<file path="src/rtl/irq_seq_pkg.sv">
package irq_seq_pkg;
  localparam int WORD_W   = 16;
  localparam int LVL_W    = 3;
  localparam int VEC_W    = 8;
  localparam int PRIV_BIT = 15;
  localparam int PRI_LO   = 8;
  localparam int CC_W     = 3;
  localparam logic [WORD_W-VEC_W-1:0] VEC_PAGE = 8'h01;

  typedef enum logic [2:0] {
    ST_IDLE, ST_ACK, ST_PUSH_PSR, ST_PUSH_PC, ST_VEC_RD,
    ST_POP_PC, ST_POP_PSR, ST_RET_SWAP
  } seqState_t;

  typedef struct packed {
    logic latchReq;
    logic sampleVec;
    logic swapIn;
    logic pushPsr;
    logic pushPc;
    logic loadVec;
    logic popPc;
    logic popPsr;
    logic swapOut;
  } seqStrobe_t;
endpackage

</file>
<file path="src/rtl/irq_seq_ctrl.sv">
module irq_seq_ctrl
  import irq_seq_pkg::*;
(
  input  logic             clk,
  input  logic             rstN,
  input  logic             fetchStart,
  input  logic             irqValid,
  input  logic [LVL_W-1:0] irqLevel,
  input  logic             rtiReq,
  input  logic [LVL_W-1:0] curPri,
  input  logic             curUser,
  output seqStrobe_t       strobe,
  output logic             ackPulse,
  output logic             busy
);
  seqState_t state, stateNext;
  logic accept;

  assign accept = fetchStart && irqValid && (irqLevel > curPri);

  always_comb begin
    stateNext = state;
    strobe    = '0;
    unique case (state)
      ST_IDLE: begin
        if (accept) begin
          strobe.latchReq = 1'b1;
          stateNext = ST_ACK;
        end else if (rtiReq) begin
          stateNext = ST_POP_PC;
        end
      end
      ST_ACK: begin
        strobe.sampleVec = 1'b1;
        strobe.swapIn    = curUser;
        stateNext = ST_PUSH_PSR;
      end
      ST_PUSH_PSR: begin
        strobe.pushPsr = 1'b1;
        stateNext = ST_PUSH_PC;
      end
      ST_PUSH_PC: begin
        strobe.pushPc = 1'b1;
        stateNext = ST_VEC_RD;
      end
      ST_VEC_RD: begin
        strobe.loadVec = 1'b1;
        stateNext = ST_IDLE;
      end
      ST_POP_PC: begin
        strobe.popPc = 1'b1;
        stateNext = ST_POP_PSR;
      end
      ST_POP_PSR: begin
        strobe.popPsr = 1'b1;
        stateNext = ST_RET_SWAP;
      end
      ST_RET_SWAP: begin
        strobe.swapOut = curUser;
        stateNext = ST_IDLE;
      end
      default: stateNext = ST_IDLE;
    endcase
  end

  always_ff @(posedge clk) begin
    if (!rstN) state <= ST_IDLE;
    else       state <= stateNext;
  end

  assign ackPulse = (state == ST_ACK);
  assign busy     = (state != ST_IDLE);
endmodule

</file>
<file path="src/rtl/irq_seq_dp.sv">
module irq_seq_dp
  import irq_seq_pkg::*;
#(
  parameter logic [WORD_W-1:0] RESET_PC  = 16'h3000,
  parameter logic [WORD_W-1:0] RESET_PSR = 16'h8002,
  parameter logic [WORD_W-1:0] RESET_USP = 16'hFE00,
  parameter logic [WORD_W-1:0] RESET_SSP = 16'h1200
)(
  input  logic              clk,
  input  logic              rstN,
  input  seqStrobe_t        strobe,
  input  logic [LVL_W-1:0]  irqLevel,
  input  logic [VEC_W-1:0]  irqVector,
  input  logic [WORD_W-1:0] memRData,
  output logic [WORD_W-1:0] memAddr,
  output logic              memWrEn,
  output logic              memRdEn,
  output logic [WORD_W-1:0] memWData,
  output logic [WORD_W-1:0] pcQ,
  output logic [WORD_W-1:0] psrQ,
  output logic [WORD_W-1:0] spQ,
  output logic [WORD_W-1:0] uspQ,
  output logic [WORD_W-1:0] sspQ
);
  logic [LVL_W-1:0]  lvlQ;
  logic [VEC_W-1:0]  vecQ;
  logic [WORD_W-1:0] spDec, spInc, entryPsr;

  assign spDec = spQ - 16'd1;
  assign spInc = spQ + 16'd1;

  always_comb begin
    entryPsr = '0;
    entryPsr[PRI_LO +: LVL_W] = lvlQ;
  end

  always_comb begin
    memAddr = spQ;
    if (strobe.pushPsr || strobe.pushPc) memAddr = spDec;
    else if (strobe.loadVec)             memAddr = {VEC_PAGE, vecQ};
  end

  assign memWrEn  = strobe.pushPsr | strobe.pushPc;
  assign memRdEn  = strobe.loadVec | strobe.popPc | strobe.popPsr;
  assign memWData = strobe.pushPsr ? psrQ : pcQ;

  always_ff @(posedge clk) begin
    if (!rstN) begin
      pcQ  <= RESET_PC;
      psrQ <= RESET_PSR;
      spQ  <= RESET_USP;
      uspQ <= '0;
      sspQ <= RESET_SSP;
      lvlQ <= '0;
      vecQ <= '0;
    end else begin
      if (strobe.latchReq)  lvlQ <= irqLevel;
      if (strobe.sampleVec) vecQ <= irqVector;
      if (strobe.swapIn) begin
        uspQ <= spQ;
        spQ  <= sspQ;
      end
      if (strobe.pushPsr) spQ <= spDec;
      if (strobe.pushPc) begin
        spQ  <= spDec;
        psrQ <= entryPsr;
      end
      if (strobe.loadVec) pcQ <= memRData;
      if (strobe.popPc) begin
        pcQ <= memRData;
        spQ <= spInc;
      end
      if (strobe.popPsr) begin
        psrQ <= memRData;
        spQ  <= spInc;
      end
      if (strobe.swapOut) begin
        sspQ <= spQ;
        spQ  <= uspQ;
      end
    end
  end
endmodule

</file>
<file path="src/rtl/irq_seq_top.sv">
module irq_seq_top
  import irq_seq_pkg::*;
#(
  parameter logic [15:0] RESET_PC  = 16'h3000,
  parameter logic [15:0] RESET_PSR = 16'h8002,
  parameter logic [15:0] RESET_USP = 16'hFE00,
  parameter logic [15:0] RESET_SSP = 16'h1200
)(
  input  logic        clk,
  input  logic        rstN,
  input  logic        fetchStart,
  input  logic        irqValid,
  input  logic [2:0]  irqLevel,
  input  logic [7:0]  irqVector,
  input  logic        rtiReq,
  output logic        ackPulse,
  output logic        busy,
  output logic [15:0] memAddr,
  output logic        memWrEn,
  output logic        memRdEn,
  output logic [15:0] memWData,
  input  logic [15:0] memRData,
  output logic [15:0] pcOut,
  output logic [15:0] psrOut,
  output logic [15:0] spOut,
  output logic [15:0] savedUspOut,
  output logic [15:0] savedSspOut
);
  seqStrobe_t strobe;

  irq_seq_ctrl ctrlI (
    .clk(clk), .rstN(rstN), .fetchStart(fetchStart), .irqValid(irqValid),
    .irqLevel(irqLevel), .rtiReq(rtiReq),
    .curPri(psrOut[PRI_LO +: LVL_W]), .curUser(psrOut[PRIV_BIT]),
    .strobe(strobe), .ackPulse(ackPulse), .busy(busy)
  );

  irq_seq_dp #(
    .RESET_PC(RESET_PC), .RESET_PSR(RESET_PSR),
    .RESET_USP(RESET_USP), .RESET_SSP(RESET_SSP)
  ) dpI (
    .clk(clk), .rstN(rstN), .strobe(strobe), .irqLevel(irqLevel),
    .irqVector(irqVector), .memRData(memRData), .memAddr(memAddr),
    .memWrEn(memWrEn), .memRdEn(memRdEn), .memWData(memWData),
    .pcQ(pcOut), .psrQ(psrOut), .spQ(spOut), .uspQ(savedUspOut),
    .sspQ(savedSspOut)
  );
endmodule

</file>
<file path="config.mk">
export PLATFORM = sky130hd
export DESIGN_NAME = irq_seq_top
export DESIGN_NICKNAME = d
export VERILOG_FILES = /design/src/rtl/irq_seq_pkg.sv /design/src/rtl/irq_seq_ctrl.sv /design/src/rtl/irq_seq_dp.sv /design/src/rtl/irq_seq_top.sv
export SDC_FILE = /design/constraint.sdc
export NUM_CORES = 1
export LEC_CHECK = 0
export ABC_AREA = 1
export BUFFER_PORTS_ARGS = -buffer_cell sky130_fd_sc_hd__buf_2
export CORE_MARGIN = 2
export CORE_UTILIZATION = 45
export DETAILED_ROUTE_END_ITERATION = 10
export HOLD_SLACK_MARGIN = 0.1
export PLACE_DENSITY = 0.71
export SKIP_CTS_REPAIR_TIMING = 1
export SYNTH_ARGS = -nofsm -noshare
export SYNTH_HDL_FRONTEND = slang
export SYNTH_SLANG_ARGS = --single-unit
</file>
<file path="constraint.sdc">
create_clock -name clk -period 5.5 [get_ports clk]
set_clock_uncertainty 0.05 [all_clocks]
set_input_delay 1.1 -clock clk [delete_from_list [all_inputs] [get_ports clk]]
set_output_delay 1.1 -clock clk [all_outputs]
set_load 0.02 [all_outputs]
</file>
**After elaboration in Yosys (flattened, before gate mapping)**

Index checks and enable logic that the tools add are counted.
Widths: inputs -> output; s select.

- Register bits after elaboration: 94
- Bits of input ports: 32
- Output and inout bits: 116
- Logic and storage cells: 56

- Add/subtract/negate cells: 2
- Magnitude comparators: 1
- Equality and inequality tests: 8
- Multiplexer cells: 25
- Bitwise gates (word level): 3
- Reductions and logical operators: 9

Operators with widths:

| operator | count |
|---|---|
| $mux 16 | 13 |
| $pmux 3 s7 | 1 |
| $add 16x1->16 const B | 1 |
| $sub 16x1->16 const B | 1 |
| $eq 3x3->1 const B | 4 |
| $mux 1 | 8 |
| $eq 3x2->1 const B | 2 |
| $mux 3 | 2 |
| $reduce_bool 6->1 | 1 |
| $reduce_bool 2->1 | 2 |
| $eq 3x1->1 const B | 1 |
| $gt 3x3->1 | 1 |
| $logic_not 3->1 | 1 |
| $ne 3x2->1 const B | 1 |
| $or 1x1->1 | 3 |
| $reduce_bool 3->1 | 1 |
| $logic_and 1x1->1 | 2 |
| $mux 2 | 1 |
| $reduce_or 2->1 | 1 |
| $logic_or 1x1->1 | 1 |

**Depth between registers and ports, before layout**

Gate-level depths: netlist of the first run.

- Depth after elaboration: 8
- Mapped depth: 13
- Depth with buffers taken out: 13

**Hierarchy**

A second synthesis of the first run with hierarchy kept.

- Cells, all modules: 796
- Area, all modules: 5127.4 um2

By module, submodules not included:

| module | instances | cells each | area an instance (um2) | seq. area each (um2) |
|---|---|---|---|---|
| irq_seq_dp | 1 | 739 | 4795.8 | 1821.7 |
| irq_seq_ctrl | 1 | 57 | 331.6 | 60.1 |

**Worst setup path before layout of the first run**

No wires, ideal clock.

- Kind: reg-to-output
- Start: register ctrlI.state[2]
- End: output port memAddr[2]
- Arrival time: 1.709 ns
- Required time: 4.350 ns
- Setup slack: 2.641 ns
- Stages on the path, launching flop included: 9
- Buffers on the path: 2
- Cells stage by stage: dfxtp_1 > buf_4 > inv_2 > nor2_4 > inv_2 > nor2_1 > buf_2 > o21ai_0 > a21boi_0

- Longest elaborated chain between the ends: 4
- Elaborated cells on any way between the ends: 9
- Classes of those cells: 3 x eq/ne; 5 x mux; 1 x reduce/logical

RTL lines:

| what | RTL line | source |
|---|---|---|
| start: declaration | irq_seq_ctrl.sv:16 | `seqState_t state, stateNext;` |
| start signal: assignment | irq_seq_ctrl.sv:68 | `else state <= stateNext;` |
| $eq 3x3->1 or $eq 3x2->1 (tied branches) | irq_seq_ctrl.sv:24 | `unique case (state)` |
| $mux 1 | irq_seq_ctrl.sv:24 |  |
| $mux 16 or $logic_or 1x1->1 (tied branches) | irq_seq_dp.sv:40, irq_seq_dp.sv:39 |  |
| $mux 16 * | irq_seq_dp.sv:39 | `if (strobe.pushPsr \|\| strobe.pushPc) memAddr = spDec;` |
| end: declaration | irq_seq_top.sv:18 | `output logic [15:0] memAddr,` |

Mark *: on every way between the ends. The rest lies on a longest branch, timed or not.

**Worst setup path after layout of the first run**

- Start: register ctrlI.state[2]
- End: output port memAddr[5]

Same word-level chain as after synthesis.

==> reports/metrics.cfg, run 1 <==
[die]
coreArea_sq_um = 10800
rows = 38
initial_core_util_pct = 46.0
ios = 148
die_w_um = 109
die_h_um = 109
die_area_sq_um = 11900

[global_routing]
grt-ovfl-total = 0
grt_max_degree = 74
grt_antenna_before_repair = 0
grt_use_total_pct = 26.0
first_global_vias = 4659
grt_pass1_wl_um = 24100

[drt]
avgViaCountPerCell = 5.22
wl_um = 15200
dr.pass1.iters = 5
ant_nets = 0
remaining_drc_errors = 0
num_vias = 5427
drt_iter0_drc = 385
routedWlPerCell_um = 14.6

[synth]
synth.avg_cell_area_sq_um = 6.39
ys_ff_latch = 94
netlist-cell-type-count = 34
synth-seq-area-share_pct = 37.9
synth_enable_flop_cells = 0
post-synth-top-area-fraction_pct = 37.9
synthCells = 777
synth.most_common_cell = nand2_1
syn_area_sq_um = 4960
synth_common_cells = nand2_1 (198), nor2_1 (97), dfxtp_1 (94), o21ai_0 (92), a21oi_1 (84)
async_flop_share_pct = 0
synthesis.nets = 814
synthTopCellsByArea = dfxtp_1 (38%), nand2_1 (15%), o21ai_0 (9.3%)
synth_warnings = 0
synth-main-ff-cell = dfxtp_1
synth_area_leader_cell = dfxtp_1

[sta]
hold_violations = 0
setup_violations = 0
max_freq_ghz = 0.221
rsz0062_at_grt = no
tightest_slew_ns = 1.12
slew_violations = 0
min_period_ns = 4.53
holdWs_ns = 0.429
finalCritPeriodShare_pct = 82.3
timing.final.ws_setup_ns = 0.974
slew_headroom_pct = 25.1
setup_tns_ns = 0

[cells_and_area]
layout-area-overhead-vs-synth_pct = 19.1
fin_util_pct = 54.8
final_cell_area_sq_um = 5910
nets = 931
drive_above_1_share_pct = 20.6
fill_cells = 1126
diodes = 0
stdcell_count = 1039

[cts]
cts-root-buf = clkbuf_8
cts_buffers = 9
cts_tree = done
cts.sinks = 94
clk_latency_ns = 0.37
clk_pin_slew_ns = 0.10
htreeDepth = 3
clockBufferDepth = 2

[worst_hold_path]
hold_depth = 2
hold_path.class = reg -> reg

[placement]
place_area_sq_um = 5700
placed_cells = 1023
place_ws_ns = 1.45
io_buffers = 147
dpl.hpwl_um = 10600
gp_congestion = 0.923

[setup_path]
cp_max_fo = 18
startpoint_type = flop
path_class = reg -> out
crit_required_ns = 4.35
cp.arrival_ns = 3.38
reg2regPathDepth = 9
crit_path_end_kind = output port

[job]
maxCapViolations = 0

[run_status]
status = complete, no violations

[pwr]
p_total_mw = 3.30
p_leak_nw = 2.95
ir_worst_vdd_mv = 0.271
power_density_nw_per_um2 = 559

metal layers:
layer  global-route usage [%]  wire length [um]  vias up
li1                         -                 -     2761
met3                     5.20              1360       18
met1                     36.5              6910     2424
met4                     7.97               241        0
met2                     40.0              6650      224
met5                        0                 0        -
registers in the layout, indices dropped and copies added, names as in the netlist:
signal and count:
dpI.sspQ 16, dpI.uspQ 16, dpI.psrQ 16, dpI.pcQ 16, dpI.vecQ 8, dpI.spQ 16, dpI.lvlQ 3, ctrlI.state 3
cells in the final DEF (no fill, tap or decap):
master | Yosys | routed
buf_4 | 3 | 3
o21a_1 | 4 | 4
clkbuf_1 | 29 | 1
nor2_2 | 4 | 4
nor3_1 | 6 | 6
nor3_4 | 1 | 1
dfxtp_1 | 94 | 94
nor4_1 | 1 | 1
ha_1 | 5 | 5
o21ai_1 | 8 | 8
inv_2 | 9 | 9
buf_2 | 10 | 147
or2_2 | 1 | 1
nand2_1 | 198 | 198
clkinv_4 | 0 | 3
inv_1 | 59 | 59
a21boi_0 | 1 | 1
xor2_1 | 4 | 4
o211ai_1 | 4 | 4
nor2_4 | 1 | 1
a221o_1 | 1 | 1
a21oi_1 | 84 | 84
o21ai_0 | 92 | 92
o31ai_1 | 1 | 1
a31oi_1 | 5 | 5
a221oi_1 | 2 | 2
inv_8 | 0 | 1
nand2_2 | 3 | 3
bufinv_16 | 0 | 1
nand3_1 | 41 | 41
a21o_1 | 1 | 1
nand2_4 | 1 | 1
clkbuf_8 | 0 | 10
nor2_1 | 97 | 97
nand4_1 | 4 | 4
o21bai_1 | 1 | 1
critical path, stage by stage, from the launching register on:
cell and delay (ns):
dfxtp_1 0.52, inv_2 0.13, nor2_4 0.33, inv_2 0.23, nor2_1 0.81, inv_1 0.41
o21ai_0 0.28, o21a_1 0.13, buf_2 0.15
cell families after synthesis:
group	Yosys count	share of synthesized area, %
simple gates	358	29.5
xor+xnor	4	0.706
buf+inv	112	9.10
flops	94	37.9
compound gates	204	21.6
fa+ha+maj	5	1.26
final cells by class:
cell class              instances  area (sq um)  share of cell area, %
clock buffers                  11           141                   2.39
clock inverters                 5          67.6                   1.14
inverters                      68           255                   4.32
multi-input cells             571          2630                   44.5
flip-flops and latches         94          1880                   31.8
well taps                     140           175                   2.96
repair buffers                150           758                   12.8
where the power goes:
part	leakage (nW)	internal (mW)	switching, mW
Sequential	0.768	0.850	0.201
Combinational	2.08	0.532	1.22
Clock	0.106	0.229	0.265
path summary, 6_finish.rpt:
check                                   start                       end  slack (ns)
setup reg to reg  ctrlI.state[1]$_SDFFE_PN0P_   dpI.spQ[1]$_SDFFE_PN0P_        2.78
setup / recovery  ctrlI.state[2]$_SDFFE_PN0P_                memAddr[5]        0.97
hold / removal       dpI.vecQ[2]$_SDFFE_PN0P_  dpI.vecQ[2]$_SDFFE_PN0P_        0.43
hold reg to reg      dpI.vecQ[2]$_SDFFE_PN0P_  dpI.vecQ[2]$_SDFFE_PN0P_        0.43
Note: power is estimated with default switching activity, not from simulation.
==> inputs of run 2 (changes only) <==
--- a/config.mk
+++ b/config.mk
@@ -5,13 +5,13 @@
 export SDC_FILE = /design/constraint.sdc
 export NUM_CORES = 1
 export LEC_CHECK = 0
-export ABC_AREA = 1
+export ABC_AREA = 0
 export BUFFER_PORTS_ARGS = -buffer_cell sky130_fd_sc_hd__buf_2
 export CORE_MARGIN = 2
 export CORE_UTILIZATION = 45
 export DETAILED_ROUTE_END_ITERATION = 10
 export HOLD_SLACK_MARGIN = 0.1
-export PLACE_DENSITY = 0.71
+export PLACE_DENSITY = 0.7
 export SKIP_CTS_REPAIR_TIMING = 1
 export SYNTH_ARGS = -nofsm -noshare
 export SYNTH_HDL_FRONTEND = slang
==> constraint.sdc (replaced) <==
create_clock -name clk -period 4.2 [get_ports clk]
set_clock_uncertainty 0.05 [all_clocks]
set_input_delay 0.84 -clock clk [delete_from_list [all_inputs] [get_ports clk]]
set_output_delay 0.84 -clock clk [all_outputs]
set_load 0.02 [all_outputs]
==> run 2 against run 1 <==
- critical path depth fell by 1
- non-clock buffer count rose by 5
- power fell by 3.2%
- hold slack got worse by 0.016 ns
- sequential power rose by 10%
- cell count fell by 4.8%
- combinational power fell by 30%
- critical endpoint is now memAddr[6]
==> reports/metrics.cfg, run 2 <==
[setup_path]
cpPeakStageDelay_ns = 0.62
cp_slowest_cell = nor3b_1
crit_start = dpI.spQ[0]$_SDFFE_PN0P_
r2r_slack_ns = 1.42
crit_path_end_kind = output port
cp.arrival_ns = 2.70
cp_max_fo = 9
reg2reg_to = dpI.psrQ[4]$_SDFFE_PN0P_
rr_startpoint = ctrlI.state[1]$_SDFFE_PN0P_
path_class = reg -> out
endpoint = memAddr[6]
crit_required_ns = 3.31
startpoint_type = flop
path_cells = inv_1 -> ha_1 -> nor3b_1 -> a21oi_1 -> o21ai_0 -> a21boi_0 -> buf_2
reg2regPathDepth = 6

[cts]
cts-root-buf = clkbuf_16
clockBufferDepth = 2
cts_buffers = 9
htreeDepth = 3
clk_pin_slew_ns = 0.07
clk_latency_ns = 0.36
cts_tree = done
cts.sinks = 94

[synth]
synthCells = 716
synthesis.nets = 753
synth-seq-area-share_pct = 33.6
post-synth-top-area-fraction_pct = 33.6
synthTopCellsByArea = dfxtp_1 (34%), nand2_1 (9.9%), a21boi_0 (6.8%)
synth.most_common_cell = nand2_1
ys_ff_latch = 94
netlist-cell-type-count = 76
synth_area_leader_cell = dfxtp_1
synth_warnings = 0
synth_common_cells = nand2_1 (148), dfxtp_1 (94), a21boi_0 (51), o21ai_0 (34), nor2_1 (32)
syn_area_sq_um = 5610
async_flop_share_pct = 0
synth.avg_cell_area_sq_um = 7.83
synth-main-ff-cell = dfxtp_1
synth_enable_flop_cells = 0

[cells_and_area]
final_cell_area_sq_um = 6570
seq_area_sq_um = 1880
fin_util_pct = 54.2
drive_above_1_share_pct = 25.2
fill_cells = 1207
nets = 853
final_cell_mix = nand2_1 (148), buf_2 (147), dfxtp_1 (94), a21boi_0 (51), o21ai_0 (34)
multi_input_area_sq_um = 3350
diodes = 0
mostFrequentLayoutCell = nand2_1
stdcell_count = 989
layout-area-overhead-vs-synth_pct = 17.2

[die]
ios = 148
die_area_sq_um = 13400
die_w_um = 116
die_h_um = 116
rows = 40
initial_core_util_pct = 46.3
coreArea_sq_um = 12100

[sta]
max_freq_ghz = 0.279
timing.final.ws_setup_ns = 0.614
slew_violations = 0
holdWs_ns = 0.414
finalCritPeriodShare_pct = 85.4
tightest_slew_ns = 1.18
hold_violations = 0
slew_headroom_pct = 21.0
rsz0062_at_grt = no
setup_violations = 0
min_period_ns = 3.59
setup_tns_ns = 0

[global_routing]
grt_antenna_before_repair = 0
grt_max_degree = 59
grt_pass1_wl_um = 27400
first_global_vias = 5300
grt-ovfl-total = 0
grt_use_total_pct = 25.9

[drt]
wl_um = 17200
routedWlPerCell_um = 17.4
avgViaCountPerCell = 5.77
remaining_drc_errors = 0
num_vias = 5710
dr.pass1.iters = 8
drt_iter0_drc = 579
ant_nets = 0

[pwr]
p_switching_mw = 1.35
seqPwrFrac_pct = 36.2
power_density_nw_per_um2 = 487
ir_worst_vdd_mv = 0.287
power_frac_clock_pct = 24.9
p_total_mw = 3.20
p_leak_nw = 2.72
p_int_mw = 1.85
p_sw_share_pct = 42.2
pwr-share-comb_pct = 38.9

[run_status]
status = complete, no violations

[placement]
io_buffers = 147
dpl.hpwl_um = 12200
placed_cells = 973
place_ws_ns = 1.07
gp_congestion = 0.889
place_area_sq_um = 6280

[job]
maxCapViolations = 0

[worst_hold_path]
hold_path.class = reg -> reg

[run 2: cell count changes in the layout (fill, tap and decap cells not counted), sizes merged, moves of 8 or more]
cell	delta
nor2	-67
o21ai	-66
a21boi	+56
inv	-54
a21oi	-53
nand2	-53
a22oi	+22
nand3	-22
nor2b	+22
mux2	+17
and2	+8
o22ai	+8
xnor2	+8
[run 2: kinds of logic (layout without fill, tap and decap cells)]
| logic type | after synthesis | count (layout) | synth area share (%) |
|---|---|---|---|
| muxes | 25 | 25 | 5.07 |
| buffers and inverters | 79 | 184 | 6.72 |
| and+or+nand+nor | 286 | 286 | 24.7 |
| xor gates and xnor gates | 17 | 17 | 2.79 |
| AOI/OAI and AO/OA | 210 | 210 | 26.0 |
| DFF | 94 | 94 | 33.6 |
| adders and majority gates | 5 | 5 | 1.12 |
[run 2: worst min path at each step]
| stage | start | endpoint | cells past startpoint |
|---|---|---|---|
| after global placement | dpI.pcQ[11]$_SDFFE_PN0P_ | dpI.pcQ[11]$_SDFFE_PN0P_ | 2 |
| final | dpI.pcQ[11]$_SDFFE_PN0P_ | dpI.pcQ[11]$_SDFFE_PN0P_ | 2 |
| after floorplan | dpI.vecQ[6]$_SDFFE_PN0P_ | dpI.vecQ[6]$_SDFFE_PN0P_ | 2 |
| after CTS | dpI.pcQ[11]$_SDFFE_PN0P_ | dpI.pcQ[11]$_SDFFE_PN0P_ | 2 |
| after global routing | dpI.pcQ[8]$_SDFFE_PN0P_ | dpI.pcQ[8]$_SDFFE_PN0P_ | 2 |
| after detailed placement | dpI.pcQ[11]$_SDFFE_PN0P_ | dpI.pcQ[11]$_SDFFE_PN0P_ | 2 |
[run 2: final cells by class]
type | instances | share of cell area [%]
Tap cell | 168 | 3.20
Sequential cell | 94 | 28.6
Timing Repair Buffer | 155 | 12.1
Clock inverter | 5 | 0.629
Clock buffer | 11 | 3.70
Multi-Input combinational cell | 543 | 51.0
Inverter | 13 | 0.743
[run 2: per-layer routing]
layer  vias to the layer above  global-route usage (%)  wire, um
met4                         0                    7.86       371
met3                        34                    4.45      1180
met1                      2703                    34.6      7430
met5                         -                       0         0
met2                       248                    42.9      8240
li1                       2725                       -         -
[run 2: power groups by stage]
stage               Clock [mW]  Combinational [mW]  Sequential [mW]
floorplan                    0               0.907             1.14
global placement             0                1.22             1.17
detailed placement           0                1.23             1.17
CTS                      0.807                1.24             1.15
global route             0.844                1.36             1.18
finish                   0.796                1.24             1.16
[run 2: worst max-delay path, delay by kind of cell (launching register included)]
kind	cells	cell delay, ns
and+or+nand+nor	1	0.62
buffers and inverters	2	0.37
DFF	1	0.41
AOI/OAI and AO/OA	3	0.67
adders and majority gates	1	0.27
